<file path="config.mk">
export PLATFORM = sky130hd
export DESIGN_NAME = lpbk_tx_ctrl
export DESIGN_NICKNAME = d
export VERILOG_FILES = /design/src/rtl/lpbk_pkg.sv /design/src/rtl/lpbk_fsm.sv /design/src/rtl/lpbk_tx_mux.sv /design/src/rtl/lpbk_rx_pass.sv /design/src/rtl/lpbk_tx_ctrl.sv
export SDC_FILE = /design/constraint.sdc
export NUM_CORES = 1
export LEC_CHECK = 0
export BUFFER_PORTS_ARGS = -buffer_cell sky130_fd_sc_hd__buf_2
export CORE_ASPECT_RATIO = 1.25
export CORE_MARGIN = 5
export CORE_UTILIZATION = 42
export CTS_BUF_LIST = sky130_fd_sc_hd__clkbuf_4
export DETAILED_ROUTE_END_ITERATION = 16
export GPL_TIMING_DRIVEN = 0
export PLACE_DENSITY = 0.87
export SYNTH_ARGS = -nofsm -noshare
export SYNTH_HDL_FRONTEND = slang
export SYNTH_HIERARCHICAL = 1
export SYNTH_SLANG_ARGS = --single-unit
</file>
<file path="constraint.sdc">
create_clock -name clk_i -period 1.9 [get_ports clk_i]
set_clock_uncertainty 0.15 [all_clocks]
set_input_delay 0.285 -clock clk_i [delete_from_list [all_inputs] [get_ports clk_i]]
set_output_delay 0.285 -clock clk_i [all_outputs]
set_load 0.02 [all_outputs]
</file>
<file path="src/rtl/lpbk_pkg.sv">
package lpbk_pkg;
  typedef enum logic [1:0] {
    ST_NORMAL = 2'd0,
    ST_LPBK   = 2'd1,
    ST_DRAIN  = 2'd2,
    ST_IDLE   = 2'd3
  } lpbk_state_e;
endpackage

</file>
<file path="src/rtl/lpbk_fsm.sv">
module lpbk_fsm
  import lpbk_pkg::*;
#(
  parameter int          PWR_W       = 2,
  parameter logic [PWR_W-1:0] PWR_ON = '0,
  parameter int          DRAIN_BYTES = 3
) (
  input  logic             clk_i,
  input  logic             rst_ni,
  input  logic [PWR_W-1:0] pwr_state_i,
  input  logic             lpbk_req_i,
  input  logic             tx_idle_req_i,
  output logic             sel_rx_o,
  output logic             force_idle_o
);
  localparam int CNT_W = $clog2(DRAIN_BYTES + 1);
  localparam logic [CNT_W-1:0] CNT_LAST = CNT_W'(DRAIN_BYTES - 1);

  lpbk_state_e state_q, state_d;
  logic [CNT_W-1:0] cnt_q, cnt_d;

  always_comb begin
    state_d = state_q;
    cnt_d   = cnt_q;
    unique case (state_q)
      ST_NORMAL: if (pwr_state_i == PWR_ON && lpbk_req_i) state_d = ST_LPBK;
      ST_LPBK: if (!lpbk_req_i && tx_idle_req_i) begin
        state_d = ST_DRAIN;
        cnt_d   = '0;
      end
      ST_DRAIN: begin
        if (cnt_q == CNT_LAST) state_d = ST_IDLE;
        else cnt_d = cnt_q + 1'b1;
      end
      ST_IDLE: if (!tx_idle_req_i) state_d = ST_NORMAL;
      default: state_d = ST_NORMAL;
    endcase
  end

  always_ff @(posedge clk_i or negedge rst_ni) begin
    if (!rst_ni) begin
      state_q <= ST_NORMAL;
      cnt_q   <= '0;
    end else begin
      state_q <= state_d;
      cnt_q   <= cnt_d;
    end
  end

  assign sel_rx_o     = (state_q == ST_LPBK) || (state_q == ST_DRAIN);
  assign force_idle_o = (state_q == ST_IDLE) || (state_q == ST_NORMAL && tx_idle_req_i);

  AST_ENTER_ON: assert property (@(posedge clk_i) disable iff (!rst_ni)
    (state_q == ST_NORMAL && pwr_state_i == PWR_ON && lpbk_req_i) |=> state_q == ST_LPBK);
  AST_NO_ENTER_LOWPWR: assert property (@(posedge clk_i) disable iff (!rst_ni)
    (state_q == ST_NORMAL && pwr_state_i != PWR_ON) |=> state_q != ST_LPBK);
  AST_NO_SKIP_DRAIN: assert property (@(posedge clk_i) disable iff (!rst_ni)
    state_q == ST_LPBK |=> state_q != ST_IDLE);
  AST_DRAIN_BOUND: assert property (@(posedge clk_i) disable iff (!rst_ni)
    state_q == ST_DRAIN |-> cnt_q <= CNT_LAST);
  AST_IDLE_EXIT: assert property (@(posedge clk_i) disable iff (!rst_ni)
    (state_q == ST_IDLE) |=> (state_q == ST_IDLE || state_q == ST_NORMAL));
endmodule

</file>
<file path="src/rtl/lpbk_tx_mux.sv">
module lpbk_tx_mux #(
  parameter int DATA_W = 8
) (
  input  logic              clk_i,
  input  logic              rst_ni,
  input  logic              sel_rx_i,
  input  logic              force_idle_i,
  input  logic [DATA_W-1:0] mac_data_i,
  input  logic              mac_k_i,
  input  logic [DATA_W-1:0] rx_data_i,
  input  logic              rx_k_i,
  output logic [DATA_W-1:0] tx_data_o,
  output logic              tx_k_o,
  output logic              tx_idle_o
);
  always_ff @(posedge clk_i or negedge rst_ni) begin
    if (!rst_ni) begin
      tx_data_o <= '0;
      tx_k_o    <= 1'b0;
      tx_idle_o <= 1'b1;
    end else if (sel_rx_i) begin
      tx_data_o <= rx_data_i;
      tx_k_o    <= rx_k_i;
      tx_idle_o <= 1'b0;
    end else if (force_idle_i) begin
      tx_data_o <= '0;
      tx_k_o    <= 1'b0;
      tx_idle_o <= 1'b1;
    end else begin
      tx_data_o <= mac_data_i;
      tx_k_o    <= mac_k_i;
      tx_idle_o <= 1'b0;
    end
  end

  AST_ECHO_RX: assert property (@(posedge clk_i) disable iff (!rst_ni)
    sel_rx_i |=> (tx_data_o == $past(rx_data_i) && tx_k_o == $past(rx_k_i)));
  AST_IDLE_QUIET: assert property (@(posedge clk_i) disable iff (!rst_ni)
    tx_idle_o |-> (tx_data_o == '0 && !tx_k_o));
endmodule

</file>
<file path="src/rtl/lpbk_rx_pass.sv">
module lpbk_rx_pass #(
  parameter int DATA_W = 8
) (
  input  logic              clk_i,
  input  logic              rst_ni,
  input  logic [DATA_W-1:0] rx_data_i,
  input  logic              rx_k_i,
  output logic [DATA_W-1:0] mac_data_o,
  output logic              mac_k_o
);
  always_ff @(posedge clk_i or negedge rst_ni) begin
    if (!rst_ni) begin
      mac_data_o <= '0;
      mac_k_o    <= 1'b0;
    end else begin
      mac_data_o <= rx_data_i;
      mac_k_o    <= rx_k_i;
    end
  end

  AST_RX_FLOW: assert property (@(posedge clk_i) disable iff (!rst_ni)
    1'b1 |=> (mac_data_o == $past(rx_data_i) && mac_k_o == $past(rx_k_i)));
endmodule

</file>
<file path="src/rtl/lpbk_tx_ctrl.sv">
module lpbk_tx_ctrl #(
  parameter int DATA_W      = 8,
  parameter int PWR_W       = 2,
  parameter int DRAIN_BYTES = 3
) (
  input  logic              clk_i,
  input  logic              rst_ni,
  input  logic [PWR_W-1:0]  pwr_state_i,
  input  logic              lpbk_req_i,
  input  logic              tx_idle_req_i,
  input  logic [DATA_W-1:0] mac_tx_data_i,
  input  logic              mac_tx_k_i,
  input  logic [DATA_W-1:0] rx_data_i,
  input  logic              rx_k_i,
  output logic [DATA_W-1:0] tx_data_o,
  output logic              tx_k_o,
  output logic              tx_elec_idle_o,
  output logic [DATA_W-1:0] mac_rx_data_o,
  output logic              mac_rx_k_o
);
  logic sel_rx, force_idle;

  lpbk_fsm #(
    .PWR_W(PWR_W), .PWR_ON('0), .DRAIN_BYTES(DRAIN_BYTES)
  ) u_fsm (
    .clk_i(clk_i), .rst_ni(rst_ni), .pwr_state_i(pwr_state_i),
    .lpbk_req_i(lpbk_req_i), .tx_idle_req_i(tx_idle_req_i),
    .sel_rx_o(sel_rx), .force_idle_o(force_idle)
  );

  lpbk_tx_mux #(.DATA_W(DATA_W)) u_mux (
    .clk_i(clk_i), .rst_ni(rst_ni), .sel_rx_i(sel_rx), .force_idle_i(force_idle),
    .mac_data_i(mac_tx_data_i), .mac_k_i(mac_tx_k_i),
    .rx_data_i(rx_data_i), .rx_k_i(rx_k_i),
    .tx_data_o(tx_data_o), .tx_k_o(tx_k_o), .tx_idle_o(tx_elec_idle_o)
  );

  lpbk_rx_pass #(.DATA_W(DATA_W)) u_rx (
    .clk_i(clk_i), .rst_ni(rst_ni), .rx_data_i(rx_data_i), .rx_k_i(rx_k_i),
    .mac_data_o(mac_rx_data_o), .mac_k_o(mac_rx_k_o)
  );

  AST_LOWPWR_MAC_PATH: assert property (@(posedge clk_i) disable iff (!rst_ni)
    (pwr_state_i != '0 && !tx_elec_idle_o && tx_data_o == mac_tx_data_i && !sel_rx && !force_idle)
    |=> (tx_data_o == $past(mac_tx_data_i)));
endmodule

</file>
==> results.md, run 1 <==
- Tmin final: 1.82 ns
- Worst-path clk slew: 0.11 ns
- CP peak stage delay: 0.42 ns
- Die Wd: 52.1 microns
- Switching Power: 836 uW
- Critical Path Most Common Cell: inv_1
- CP startpoint kind: flip-flop
- Routed Antenna Nets: 0
- Num CTS Buffers: 3
- Synth cell types: 26
- Root buffer cell: clkbuf_4
- Via count: 756
- Final setup fails: 0
- Initial antenna violation count: 0
- GR Overflow Total: 0
- Drt initial violations: 34
- Hold path cells: 2
- Final WL: 2110 microns
- Syn_area_per_cell: 13.5 sq um
- R2R cell count: 6
- CP Buf/Inv Count: 2
- Worst path top cell family by delay: flip-flops
- Final cycle utilization of the critical path: 0.957
- Cell area power density: 1600 nW/um^2
- Flop2flop setup slack: 0.08 ns
- Required time of the critical path: 1.95 ns
- Pre-Repair DR Iteration Count: 4
- Syn_nets: 99
- Die area: 3270 sq um
- Slew Limit Fails: 0
- Least-Margin Pin Slew: 0.476 ns
- Area after DPL: 1180 sq um
- CTS sink cnt: 23
- I/O pin count: 43
- Cell count after synthesis: 69
- Clk_lat worst skew: 0.30 ns
- Pint: 1.29 mW
- Part of the power in registers: 0.339
- Peak Freq: 550 MHz
- Post-synthesis sequential area ratio: 0.619
- MaxCap Viol Count: 0
- Crit path cell chain: inv_1 > ha_2 > inv_1 > a222oi_1 > nand2_1 > mux2_4
- WP depth: 6
- Worst Setup End Kind: flip-flop
- Critical path type: reg2reg
- Slowest cell on the critical path: dfrtp_1
- Total power: 2.13 mW
- DR vias/cell: 4.82
- Pin count of the biggest net entering global routing: 24
- Reg2reg end: u_fsm/state_q[1]$_DFFE_PN0P_
- Nets: 157
- H-tree Lvls: 1
- CTS tree: built
- Worst r2r src: u_fsm/cnt_q[0]$_DFFE_PN0P_
- Row cnt: 19
- Status: complete, no violations
- Power share of the clock group: 0.107
- Sw Share: 0.393
- Share of layout cells above drive strength 1: 0.452
- Synth warnings: 6
- Global-route usage over all layers: 0.132
- Most common cell after layout, fill and taps aside: buf_2
- Crit path arrival time: 1.87 ns
- IO buf count: 42
- Cell Area, Synth: 932 sq um
- Layout overhead on the synthesized area: 42.5%
- P_leak: 0.683 nW
- Slew Limit Headroom: 0.683
- Starting density of the core: 0.431
- Hold crit path type: in2reg
- First-pass GRT wire length: 3320 microns
- Residual DRC: 0
- CTS Buffer Depth: 2
- Commonest cells after routing, fill and taps aside: buf_2 (42), dfrtp_1 (22), dlygate4sd3_1 (10), a22o_1 (8)
- IR drop worst, VDD: 0.882 mV
- Gate power share: 0.554
- Ant diodes: 0
- Crit Path Max Fanout: 4
- Final instance area: 1330 sq um
- Vias in the first global route: 751
- Endpoints failing hold: 0
- Hold EP: u_mux/tx_data_o[0]$_DFF_PN0_
- Core area: 2160 sq um
- Placer Congestion: 0.720
- Fill cells: 160
- DP Wirelength: 1510 microns
- Hold Startpoint: mac_tx_data_i[0]
- Yosys reg bits: 23
- Routed length per instance: 13.4 microns
- Chip Height: 62.7 microns
==> cells in the mapped netlist <==
cell | instances | share of area
dfrtp_1 | 22 | 0.59
a211oi_1 | 1 | 0.0081
o211ai_1 | 1 | 0.0081
a22o_1 | 8 | 0.075
nor2_4 | 1 | 0.012
buf_6 | 1 | 0.012
and2b_1 | 1 | 0.0081
nor3_1 | 1 | 0.0054
mux2i_1 | 2 | 0.021
inv_1 | 5 | 0.020
a21oi_1 | 1 | 0.0054
nand3_1 | 1 | 0.0054
dfstp_2 | 1 | 0.028
mux2_4 | 1 | 0.016
nand2_1 | 4 | 0.016
o21ai_1 | 1 | 0.0054
a31o_2 | 1 | 0.0094
buf_2 | 1 | 0.0054
a21o_1 | 1 | 0.0081
ha_1 | 6 | 0.081
nand2b_1 | 2 | 0.013
o31ai_1 | 1 | 0.0081
a222oi_1 | 1 | 0.011
nor2_1 | 2 | 0.0081
a32o_1 | 1 | 0.011
nor3b_1 | 1 | 0.0081
==> layout make-up <==
type	instances	area, sq um	share of cell area
well taps	31	38.8	0.0292
repair buffers	54	325	0.245
plain buffers	1	11.3	0.00847
inverters	5	18.8	0.0141
flip-flops and latches	23	577	0.434
multi-input cells	39	328	0.247
clock buffers	4	30.0	0.0226
==> repair_timing <==
item | 4_1_cts | 5_1_grt
endpoints found under the setup margin | 1 | 1
hold buffers | 10 | 0
setup buffers | 1 | 1
pin swaps | 1 | 2
gates resized for setup | 0 | 4
hold endpoints to repair | 31 | 0
gates cloned | 0 | 0
==> how the worst max path moves through the flow <==
stage | startpoint | to | slack [ns]
CTS | u_fsm/cnt_q[0]$_DFFE_PN0P_ | u_fsm/state_q[1]$_DFFE_PN0P_ | 0.05
global route | u_fsm/cnt_q[0]$_DFFE_PN0P_ | u_fsm/state_q[1]$_DFFE_PN0P_ | -0.01
detailed placement | u_fsm/state_q[0]$_DFFE_PN0P_ | u_fsm/state_q[1]$_DFFE_PN0P_ | 0.02
finish | u_fsm/cnt_q[0]$_DFFE_PN0P_ | u_fsm/state_q[1]$_DFFE_PN0P_ | 0.08
global placement | u_fsm/state_q[0]$_DFFE_PN0P_ | u_fsm/state_q[1]$_DFFE_PN0P_ | 0.07
floorplan | u_fsm/state_q[0]$_DFFE_PN0P_ | u_fsm/state_q[1]$_DFFE_PN0P_ | 0.13
==> cell families (layout without fill, tap and decap cells) <==
family	Yosys count	in the layout	share of synthesized area
AOI/OAI and AO/OA	17	17	0.149
adders and majority gates	6	6	0.0805
buffers and inverters	7	64	0.0376
DFF	23	23	0.619
muxes	3	3	0.0376
and+or+nand+nor	13	13	0.0765
==> worst register-to-register path, delay by kind of cell (launching register included) <==
family | cells | cell delay [ns]
compound gates | 1 | 0.30
fa+ha+maj | 1 | 0.21
buf+inv | 2 | 0.16
flops | 1 | 0.42
mux | 1 | 0.32
simple gates | 1 | 0.16
==> power groups by stage <==
| stage | Sequential [mW] | Combinational, mW | Clock, mW |
|---|---|---|---|
| 5_1_grt | 0.736 | 1.28 | 0.253 |
| 4_1_cts | 0.718 | 1.14 | 0.235 |
| 6_report | 0.722 | 1.18 | 0.227 |
| 2_1_floorplan | 0.869 | 0.673 | 0 |
| 3_3_place_gp | 0.725 | 1.05 | 0 |
| 3_5_place_dp | 0.731 | 1.10 | 0 |
==> stage by stage <==
step | util | hold WS [ns] | worst slack [ns] | setup TNS, ns | std cells
floorplan | - | -0.161 | 0.135 | 0 | 69
global placement | 0.546 | 0.106 | 0.0729 | 0 | 142
detailed placement | 0.546 | 0.119 | 0.0217 | 0 | 142
CTS | 0.610 | 0.0343 | 0.0520 | 0 | 157
global route | 0.614 | 0.0249 | -0.0108 | -0.0108 | 157
finish | 0.614 | 0.0392 | 0.0819 | 0 | 157
==> registers in the layout, summed over array words and instances, names as in the netlist <==
name / cells
u_mux/tx_data_o: 8
u_rx/mac_data_o: 8
u_fsm/cnt_q: 2
u_fsm/state_q: 2
u_mux/tx_idle_o: 1
u_mux/tx_k_o: 1
u_rx/mac_k_o: 1
==> layer usage <==
metal,share of wire,wire (microns),vias to the layer above,track usage
li1,-,-,359,-
met1,0.40,838,352,0.157
met2,0.46,963,40,0.208
met3,0.12,258,5,0.0382
met4,0.023,49,0,0.0767
met5,0,0,-,0
(Power assumes the default switching activity.)
==> run 2, diff against run 1 <==
--- a/config.mk
+++ b/config.mk
@@ -6,13 +6,15 @@
 export NUM_CORES = 1
 export LEC_CHECK = 0
 export BUFFER_PORTS_ARGS = -buffer_cell sky130_fd_sc_hd__buf_2
+export CELL_PAD_IN_SITES_DETAIL_PLACEMENT = 1
+export CELL_PAD_IN_SITES_GLOBAL_PLACEMENT = 1
 export CORE_ASPECT_RATIO = 1.25
 export CORE_MARGIN = 5
-export CORE_UTILIZATION = 42
+export CORE_UTILIZATION = 33
 export CTS_BUF_LIST = sky130_fd_sc_hd__clkbuf_4
 export DETAILED_ROUTE_END_ITERATION = 16
 export GPL_TIMING_DRIVEN = 0
-export PLACE_DENSITY = 0.87
+export PLACE_DENSITY = 0.75
 export SYNTH_ARGS = -nofsm -noshare
 export SYNTH_HDL_FRONTEND = slang
 export SYNTH_HIERARCHICAL = 1
==> results.md, run 2 (synthesis gave the netlist of run 1 again) <==
- CP startpoint kind: flip-flop
- Non-filler cells, final: 160
- CTS Buffer Depth: 2
- Pre-Repair DR Iteration Count: 5
- Initial antenna violation count: 0
- Cell area power density: 1600 nW/um^2
- Worst path top cell family by delay: flip-flops
- Min setup slack post-route: 0.0961 ns
- Total power: 2.14 mW
- Placer Congestion: 0.761
- DP Wirelength: 1760 microns
- Power share of the clock group: 0.106
- Tmin final: 1.80 ns
- IO buf count: 42
- Residual DRC: 0
- Largest regs: u_mux/tx_data_o (8), u_rx/mac_data_o (8)
- Pint: 1.29 mW
- Routed length per instance: 15.9 microns
- Most common cell after layout, fill and taps aside: buf_2
- Commonest cells after routing, fill and taps aside: buf_2 (42), dfrtp_1 (22), dlygate4sd3_1 (10), a22o_1 (8)
- Drt initial violations: 15
- Setup TNS: 0 ns
- Critical path startpoint: u_fsm/state_q[0]$_DFFE_PN0P_
- Part of the power in registers: 0.338
- Chip Height: 69.4 microns
- Core area: 2710 sq um
- Final instance area: 1330 sq um
- Slowest cell on the critical path: dfrtp_1
- GR Overflow Total: 0
- WP depth: 5
- MaxCap Viol Count: 0
- Crit path cell chain: buf_4 > ha_1 > a222oi_1 > nand2_1 > mux2_4
- Via count: 779
- Nets: 157
- Slew Limit Fails: 0
- Flop2flop setup slack: 0.1 ns
- Share of layout cells above drive strength 1: 0.452
- R2R cell count: 5
- Final core utilization: 0.492
- Crit path arrival time: 1.85 ns
- DR vias/cell: 4.87
- Area after DPL: 1180 sq um
- Worst r2r src: u_fsm/state_q[0]$_DFFE_PN0P_
- Global-route usage over all layers: 0.133
- Pre-CTS setup slack: -0.0282 ns
- Least-Margin Pin Slew: 0.477 ns
- Row cnt: 21
- Worst-path clk slew: 0.12 ns
- P_leak: 0.683 nW
- CTS tree: built
- Status: complete, no violations
- Die area: 3990 sq um
- Gate power share: 0.556
- CP Buf/Inv Count: 1
- Pin count of the biggest net entering global routing: 24
- IR drop worst, VDD: 0.748 mV
- Layout overhead on the synthesized area: 43.0%
- Switching Power: 846 uW
- Crit Path Max Fanout: 2
- I/O pin count: 43
- RSZ-0062 raised after global routing: false
- Die Wd: 57.5 microns
- Routed Antenna Nets: 0
- Hold crit path type: in2reg
- Final setup fails: 0
- Root buffer cell: clkbuf_4
- Fill cells: 309
- Num CTS Buffers: 3
- Worst Setup EP: u_fsm/state_q[1]$_DFFE_PN0P_
- Clk_lat worst skew: 0.29 ns
- Final WL: 2540 microns
- CP peak stage delay: 0.42 ns
- Slew Limit Headroom: 0.682
- Required time of the critical path: 1.94 ns
- Reg2reg end: u_fsm/state_q[1]$_DFFE_PN0P_
- Endpoints failing hold: 0
- Final cycle utilization of the critical path: 0.949
- Worst Setup End Kind: flip-flop
- Ant diodes: 0
- Critical path type: reg2reg
- CTS sink cnt: 23
- First-pass GRT wire length: 4160 microns
- Starting density of the core: 0.344
- Sw Share: 0.396
- Vias in the first global route: 868
- H-tree Lvls: 1
- Peak Freq: 554 MHz
- Min Hold Slack: 0.0521 ns
- Placed cells: 145
[run 2: cell counts in the layout (fill, tap and decap cells not counted)]
Identical to the previous run, type by type.
[run 2: power by group through the flow]
stage               Clock, mW  Sequential, mW  Combinational, mW
finish                  0.226           0.723               1.19
CTS                     0.234           0.716               1.18
floorplan                   0           0.869              0.673
global route            0.259           0.744               1.30
global placement            0           0.726               1.07
detailed placement          0           0.731               1.12
[run 2: metal layers]
metal,vias to the layer above,share of wire,global-route usage
li1,357,-,-
met1,382,0.38,0.148
met2,38,0.52,0.245
met3,2,0.090,0.0261
met4,0,0.0055,0.0464
met5,-,0,0
[run 2: area by class of cell]
type,instances,area [sq um],area share
Timing Repair Buffer,54,325,0.244
Buffer,1,11.3,0.00845
Inverter,5,18.8,0.0141
Sequential cell,23,577,0.433
Clock buffer,4,30.0,0.0225
Multi-Input combinational cell,39,328,0.246
Tap cell,34,42.5,0.0319
[run 2: what timing repair did]
action,in CTS,in global routing
pin swaps,1,2
buffers inserted,2,0
hold buffers,10,0
endpoints found under the setup margin,1,2
endpoints found under the hold margin,31,0
cloned,0,0
resized for setup,0,4
[run 2: worst min-delay path by stage]
stage / startpoint / to / slack, ns / cells past startpoint
after floorplan: rst_ni / u_fsm/cnt_q[0]$_DFFE_PN0P_ / -0.16 / 0
final: mac_tx_k_i / u_mux/tx_k_o$_DFF_PN0_ / 0.05 / 2
after CTS: mac_tx_k_i / u_mux/tx_k_o$_DFF_PN0_ / 0.04 / 2
after detailed placement: rst_ni / u_mux/tx_data_o[0]$_DFF_PN0_ / 0.12 / 1
after global routing: mac_tx_data_i[3] / u_mux/tx_data_o[3]$_DFF_PN0_ / 0.03 / 2
after global placement: rst_ni / u_mux/tx_data_o[0]$_DFF_PN0_ / 0.12 / 1
